[src/rtl/bus_lock_pkg.sv]
package bus_lock_pkg;

    // Bus phases: arbitration, first access, second (locked) access, completion
    typedef enum logic [1:0] {
        PH_IDLE   = 2'd0,
        PH_FIRST  = 2'd1,
        PH_SECOND = 2'd2,
        PH_FINISH = 2'd3
    } phase_e;

endpackage

[src/rtl/rr_pick.sv]
module rr_pick #(
    parameter int N = 4,
    localparam int IW = (N > 1) ? $clog2(N) : 1
) (
    input  logic [N-1:0]  req_i,
    input  logic [IW-1:0] ptr_i,
    output logic          hit_o,
    output logic [IW-1:0] idx_o
);

    // First requester at or after ptr_i, wrapping past the top port
    always_comb begin
        int cand;
        hit_o = 1'b0;
        idx_o = '0;
        for (int k = 0; k < N; k++) begin
            cand = int'(ptr_i) + k;
            if (cand >= N) begin
                cand = cand - N;
            end
            if (!hit_o && req_i[cand]) begin
                hit_o = 1'b1;
                idx_o = IW'(cand);
            end
        end
    end

endmodule

[src/rtl/word_store.sv]
module word_store #(
    parameter int AW = 4,
    parameter int DW = 16,
    localparam int DEPTH = 1 << AW
) (
    input  logic          clk,
    input  logic          rst_n,
    input  logic          wr_en_i,
    input  logic [AW-1:0] addr_i,
    input  logic [DW-1:0] wdata_i,
    output logic [DW-1:0] rdata_o
);

    logic [DW-1:0] mem_q [DEPTH];
    logic [DW-1:0] mem_d [DEPTH];

    always_comb begin
        mem_d = mem_q;
        if (wr_en_i) begin
            mem_d[addr_i] = wdata_i;
        end
    end

    always_ff @(posedge clk) begin
        if (!rst_n) begin
            for (int i = 0; i < DEPTH; i++) begin
                mem_q[i] <= '0;
            end
        end else begin
            mem_q <= mem_d;
        end
    end

    assign rdata_o = mem_q[addr_i];

endmodule

[src/rtl/bus_lock_arbiter.sv]
module bus_lock_arbiter
    import bus_lock_pkg::*;
#(
    parameter int N_PORTS   = 4,
    parameter int AW        = 4,
    parameter int DW        = 16,
    parameter int SET_VALUE = 1,
    localparam int IW = (N_PORTS > 1) ? $clog2(N_PORTS) : 1
) (
    input  logic                  clk,
    input  logic                  rst_n,
    input  logic [N_PORTS-1:0]    req_i,
    input  logic [N_PORTS-1:0]    lock_i,
    input  logic [N_PORTS-1:0]    we_i,
    input  logic [N_PORTS*AW-1:0] addr_i,
    input  logic [N_PORTS*DW-1:0] wdata_i,
    output logic [N_PORTS-1:0]    gnt_o,
    output logic [N_PORTS-1:0]    done_o,
    output logic [DW-1:0]         rdata_o,
    output logic                  bus_lock_o
);

    typedef struct packed {
        phase_e        phase;
        logic [IW-1:0] owner;
        logic [IW-1:0] ptr;
        logic          tas;
        logic [DW-1:0] rdata;
    } arb_state_t;

    localparam arb_state_t ST_RESET = '{PH_IDLE, '0, '0, 1'b0, '0};

    arb_state_t s_d, s_q;

    logic          pick_hit;
    logic [IW-1:0] pick_idx;
    logic          mem_we;
    logic [DW-1:0] mem_wdata;
    logic [DW-1:0] mem_rdata;
    logic [AW-1:0] own_addr;
    logic [DW-1:0] own_wdata;
    logic [N_PORTS-1:0] own_hot;

    assign own_addr  = addr_i[int'(s_q.owner)*AW +: AW];
    assign own_wdata = wdata_i[int'(s_q.owner)*DW +: DW];
    assign own_hot   = N_PORTS'(1) << s_q.owner;

    rr_pick #(.N(N_PORTS)) u_pick (
        .req_i (req_i),
        .ptr_i (s_q.ptr),
        .hit_o (pick_hit),
        .idx_o (pick_idx)
    );

    word_store #(.AW(AW), .DW(DW)) u_store (
        .clk     (clk),
        .rst_n   (rst_n),
        .wr_en_i (mem_we),
        .addr_i  (own_addr),
        .wdata_i (mem_wdata),
        .rdata_o (mem_rdata)
    );

    always_comb begin
        s_d       = s_q;
        mem_we    = 1'b0;
        mem_wdata = own_wdata;
        unique case (s_q.phase)
            PH_IDLE: begin
                if (pick_hit) begin
                    s_d.phase = PH_FIRST;
                    s_d.owner = pick_idx;
                    s_d.tas   = lock_i[pick_idx];
                    s_d.ptr   = (pick_idx == IW'(N_PORTS - 1)) ? '0 : pick_idx + 1'b1;
                end
            end
            PH_FIRST: begin
                s_d.rdata = mem_rdata;
                if (s_q.tas) begin
                    s_d.phase = PH_SECOND;
                end else begin
                    mem_we    = we_i[s_q.owner];
                    s_d.phase = PH_FINISH;
                end
            end
            PH_SECOND: begin
                mem_we    = 1'b1;
                mem_wdata = DW'(SET_VALUE);
                s_d.phase = PH_FINISH;
            end
            default: begin
                s_d.phase = PH_IDLE;
            end
        endcase
    end

    always_ff @(posedge clk) begin
        if (!rst_n) begin
            s_q <= ST_RESET;
        end else begin
            s_q <= s_d;
        end
    end

    assign gnt_o      = (s_q.phase != PH_IDLE) ? own_hot : '0;
    assign done_o     = (s_q.phase == PH_FINISH) ? own_hot : '0;
    assign rdata_o    = s_q.rdata;
    assign bus_lock_o = s_q.tas && ((s_q.phase == PH_FIRST) || (s_q.phase == PH_SECOND));

    assert_grant_onehot_R2: assert property (@(posedge clk) disable iff (!rst_n)
        $onehot0(gnt_o));

    assert_grant_from_request_R2: assert property (@(posedge clk) disable iff (!rst_n)
        $rose(|gnt_o) |-> |(gnt_o & $past(req_i)));

    assert_done_follows_grant_R4: assert property (@(posedge clk) disable iff (!rst_n)
        (|done_o) |-> (done_o == $past(gnt_o)));

    assert_done_single_R4: assert property (@(posedge clk) disable iff (!rst_n)
        (|done_o) |=> !(|done_o));

    assert_lock_pair_R6: assert property (@(posedge clk) disable iff (!rst_n)
        $rose(bus_lock_o) |=> bus_lock_o);

    assert_lock_two_cycles_R7: assert property (@(posedge clk) disable iff (!rst_n)
        (bus_lock_o && $past(bus_lock_o)) |=> !bus_lock_o);

    assert_lock_keeps_owner_R7: assert property (@(posedge clk) disable iff (!rst_n)
        bus_lock_o |=> ((gnt_o == $past(gnt_o)) && (|gnt_o)));

endmodule

[config.mk]
export PLATFORM = sky130hd
export DESIGN_NAME = bus_lock_arbiter
export DESIGN_NICKNAME = d
export VERILOG_FILES = /design/src/rtl/bus_lock_pkg.sv /design/src/rtl/rr_pick.sv /design/src/rtl/word_store.sv /design/src/rtl/bus_lock_arbiter.sv
export SDC_FILE = /design/constraint.sdc
export NUM_CORES = 1
export LEC_CHECK = 0
export CORE_MARGIN = 2
export CORE_UTILIZATION = 53
export DETAILED_ROUTE_END_ITERATION = 8
export PLACE_DENSITY = 0.85
export REMOVE_ABC_BUFFERS = 1
export SYNTH_ARGS = -nofsm -noshare
export SYNTH_HDL_FRONTEND = slang
export SYNTH_HIERARCHICAL = 1
export SYNTH_SLANG_ARGS = --single-unit
[constraint.sdc]
create_clock -name clk -period 2.5 [get_ports clk]
set_input_delay 0.25 -clock clk [delete_from_list [all_inputs] [get_ports clk]]
set_output_delay 0.25 -clock clk [all_outputs]
set_load 0.05 [all_outputs]
==> impl_summary.md <==
CTS
The number of H-tree levels is 1. The master cell of the clock root buffer is sky130_fd_sc_hd__clkbuf_16. TritonCTS built the clock tree.

The later pin in the worst-skew pair is clocked with a latency of 0.55 ns. The clock drives 279 sinks. For this design, the CTS-stage hold fixing added 0 buffers. Clock tree synthesis inserted a total of 29 buffers.

The clock input transition at the sequential cells of the worst setup and hold paths is 0.06 ns. The buffer levels on the longest clock path is 3.

Floorplanning
The count of boundary I/O pins is 119. The row count is 60. The full die area is 28500 um2. The die is 169 um wide. The initial core utilization is 53.8%. The area inside the core boundary is 26800 um2. The die extent in y is 169 um.

Timing
The worst path in the final design needs a cycle of 2.59 ns, including I/O delays and setup. The upper clock frequency limit is 0.386 GHz. Measured against its own limit, the worst slew margin works out to 18.3%.

The number of max-slew violations in the final report is 0. The number of failing hold endpoints at the final stage is 0. The setup TNS after final layout is -0.821 ns. Setup repair after global routing could not meet its margin everywhere. The final-layout worst hold slack is 0.243 ns. The number of failing setup endpoints in the final timing report is 21. Dividing the final minimum period by the clock period gives 104%. The minimum setup slack in the final design is -0.0933 ns. At the pin with the least slew margin, the transition time is 1.22 ns.

Between clock sinks in the finished design, the worst skew comes to 0.0152 ns.

Place
At the end of routability-driven placement, the weighted congestion stood at 0.867. Counting tap cells, the placed design contains a total of 1870 instances. After legalization and detailed placement, the total HPWL measured 27.1 mm. The quantity of I/O buffers inserted on ports is 118.

Yosys
Yosys attributes the largest share of cell area to sky130_fd_sc_hd__dfxtp_1 39%, sky130_fd_sc_hd__mux4_2 11%, sky130_fd_sc_hd__nand3_1 9.1%, sky130_fd_sc_hd__o21ai_0 8.9%, sky130_fd_sc_hd__a21boi_0 8.0%. The gate count of the mapped netlist is 1544. Synthesis inferred 279 register bits. The portion of synthesized cell area occupied by the leading cell type is 38.7%. The cell type with the highest aggregate area in the netlist is sky130_fd_sc_hd__dfxtp_1. The number of distinct standard cells referenced by the synthesized netlist is 42.

The number of synthesized flops with an enable pin is 0. The share of the yosys chip area belonging to registers is 38.7%. The dominant register cell in the synthesized netlist is sky130_fd_sc_hd__dfxtp_1. The post-synthesis instance area is 14400 um2. The mean instance size in the synthesized netlist is 9.34 um2. The count of yosys warnings during synthesis is 6.

The proportion of synthesized flip-flops having asynchronous set or reset is 0%.

Setup path
The category of the worst setup path capture point is a flip-flop. The number of stages on the worst setup path is 9. Setup slack on the worst reg-to-reg path comes out at -0.09 ns.

The worst flop-to-flop path endpoint is rdata_o[0]. The critical path starts at s_q[19]. The kind of cell adding the most delay to the critical path is multiplexers.

The peak per-stage delay on the critical path is 0.77 ns. The startpoint identified for the worst register-to-register timing path is s_q[19]. STA puts the critical path data required time at 2.92 ns. STA classifies the critical path startpoint as a flip-flop. In this run the worst setup path terminates at rdata_o[0]. The kind of critical path is flip-flop to flip-flop. The number of buffers and inverters on the critical path is 3.

The signal on the critical path passes through mux4_4, buf_12, buf_12, buf_6, mux4_2, a22oi_2, nand2_1, mux2i_1, nor2_1. STA puts the critical path data arrival time at 3.02 ns. The slowest cell on the critical path is sky130_fd_sc_hd__mux4_4.

The highest net fanout along the worst path is 4. The cell type with the highest occurrence count on the critical path is sky130_fd_sc_hd__buf_12. For the worst flop-to-flop path, the logic depth is 9.

Pwr
For this design the ratio of total power to cell area is 909 nW/um2. The switching power is 6390 uW. Of the total power, the share spent switching nets is 39.7%.

The leakage dissipation is 0.00599 uW. In this run, the combinational gates consume 43.9% of the power. Internal power comes to 9690 uW. The largest vdd supply drop is 0.577 mV. The relative contribution of sequential cells to total power is 29.4%. The clock share of power is 26.7%.

Detailed routing
The total detailed-routing wirelength is 50.2 mm. The via count normalized by instance count is 7.01. The detailed-route DRC error count is 0. The total number of vias is 13639. The number of optimization iterations in the first detailed-route pass is 7.

The count of nets left with antenna violations once routing finished came out at 0. Dividing the detail-routed wire length by the instance count gives 25.8 um. The DRC marker count from the first detailed-route iteration is 2104.

Cells and area
The final standard cell utilization of the core is 66.0%. The post-route netlist has 18.8% of its cells at a drive strength greater than 1. In the final design database the tool counted 1686 nets. 0 antenna diodes ended up in the layout. From synthesis to final layout, the design area changed by 22.7%.

The filler-free cell count of the finished design is 1945.

Global routing
The global-route track usage on met3 is 5.89%. The busiest layer in global routing is met2. The met2 track demand over resource is 53.9%. The global-route wire length before repair is 73.3 mm. Global routing used 32.4% of the available tracks across all layers. The initial antenna violation count is 0. Entering global routing, the biggest net connects 67 pins. The number of global-route vias before repair is 13582.

The met1 track utilization from global routing is 39.3%. For this run the aggregate overflow at the end of global routing stands at 0.

Hold path
The worst hold path class is input pin to flip-flop.

Job
Across the run, the number of max-cap violations was 0.

Run status
The flow ran to the end, but the final reports show violations. The final reports fail on negative setup slack.
==> what timing repair did <==
item / 4_1_cts / 5_1_grt
gates cloned: 1 / 8
setup buffers: 13 / 4
gates resized for setup: 58 / 102
pin swaps: 11 / 7
endpoints found under the setup margin: 143 / 168
==> stage by stage <==
stage | setup slack (ns) | cell area, um2 | power, uW
floorplan | -2.56 | 13300 | 7720
global placement | -0.185 | 16100 | 10600
detailed placement | -0.282 | 16100 | 10700
CTS | -0.0592 | 17300 | 15200
global route | -0.182 | 17700 | 16400
finish | -0.0933 | 17700 | 16100
==> cell type report <==
type / instances / area [um2]
Clock inverter: 4 / 51.3
Timing Repair Buffer: 234 / 2820
Multi-Input combinational cell: 1033 / 7880
Fill cell: 1889 / 9100
Inverter: 9 / 33.8
Clock buffer: 45 / 886
Tap cell: 341 / 427
Sequential cell: 279 / 5590
==> worst reg2reg max path: cells and delay by family (launching register included) <==
| kind | cells | cell delay [ns] |
|---|---|---|
| flops | 1 | 0.38 |
| buf+inv | 3 | 0.45 |
| mux | 3 | 1.33 |
| compound gates | 1 | 0.17 |
| simple gates | 2 | 0.14 |
==> cells in the final DEF, fill, tap and decap left out, drive strengths merged, types with 20 or more instances in the layout <==
cell type	count
nand3	263
nor2	23
clkbuf	51
a22oi	32
a21boi	256
dfxtp	279
mux4	86
nand2	23
o21ai	257
nor2b	20
clkdlybuf4s50	108
buf	119
==> worst min path at each step <==
stage | from | end | cells after the start
global route | rst_n | u_store/mem_q[53] | 2
floorplan | rst_n | u_store/mem_q[112] | 1
detailed placement | u_store/mem_q[199] | u_store/mem_q[199] | 2
global placement | u_store/mem_q[85] | u_store/mem_q[85] | 2
finish | rst_n | u_store/mem_q[42] | 2
CTS | rst_n | u_store/mem_q[58] | 2
==> cell usage after synthesis (12+ instances only) <==
cell type,instances
sky130_fd_sc_hd__nor2_1,22
sky130_fd_sc_hd__mux4_1,17
sky130_fd_sc_hd__buf_4,28
sky130_fd_sc_hd__dfxtp_1,279
sky130_fd_sc_hd__nor2b_1,20
sky130_fd_sc_hd__mux2i_1,19
sky130_fd_sc_hd__nand2_1,23
sky130_fd_sc_hd__a22oi_1,32
sky130_fd_sc_hd__a21boi_0,154
sky130_fd_sc_hd__mux4_2,68
sky130_fd_sc_hd__nand3_1,263
sky130_fd_sc_hd__buf_2,54
sky130_fd_sc_hd__clkbuf_1,117
sky130_fd_sc_hd__buf_1,12
sky130_fd_sc_hd__a21boi_1,102
sky130_fd_sc_hd__o21ai_0,257
==> routing by layer <==
layer | part of all wire [%] | vias up
met5 | 0 | -
met4 | 6.8 | 0
met3 | 12 | 283
met2 | 46 | 1078
met1 | 35 | 6546
li1 | - | 5732
==> registers in the layout, summed over array words and instances, names as in the netlist <==
register,flops
rdata_o,16
s_q,7
u_store/mem_q,256
==> power by group through the flow <==
stage               Combinational [uW]  Clock, uW  Sequential (uW)
global placement                  5760          0             4800
global route                      7210       4460             4740
CTS                               6250       4280             4720
detailed placement                5850          0             4820
floorplan                         2870          0             4850
finish                            7070       4290             4730
==> cell families (layout without fill, tap and decap cells) <==
logic type	count (synthesis)	count (layout)	share of synthesized area (%)
AO/OA/AOI/OAI	559	559	24.5
multiplexers	104	105	15.0
flip-flops	279	279	38.7
AND/OR/NAND/NOR	363	363	13.1
adder cells (fa/ha/maj)	6	6	0.521
buffers and inverters	233	292	8.13
No activity file was read; power rests on OpenSTA's default activity.
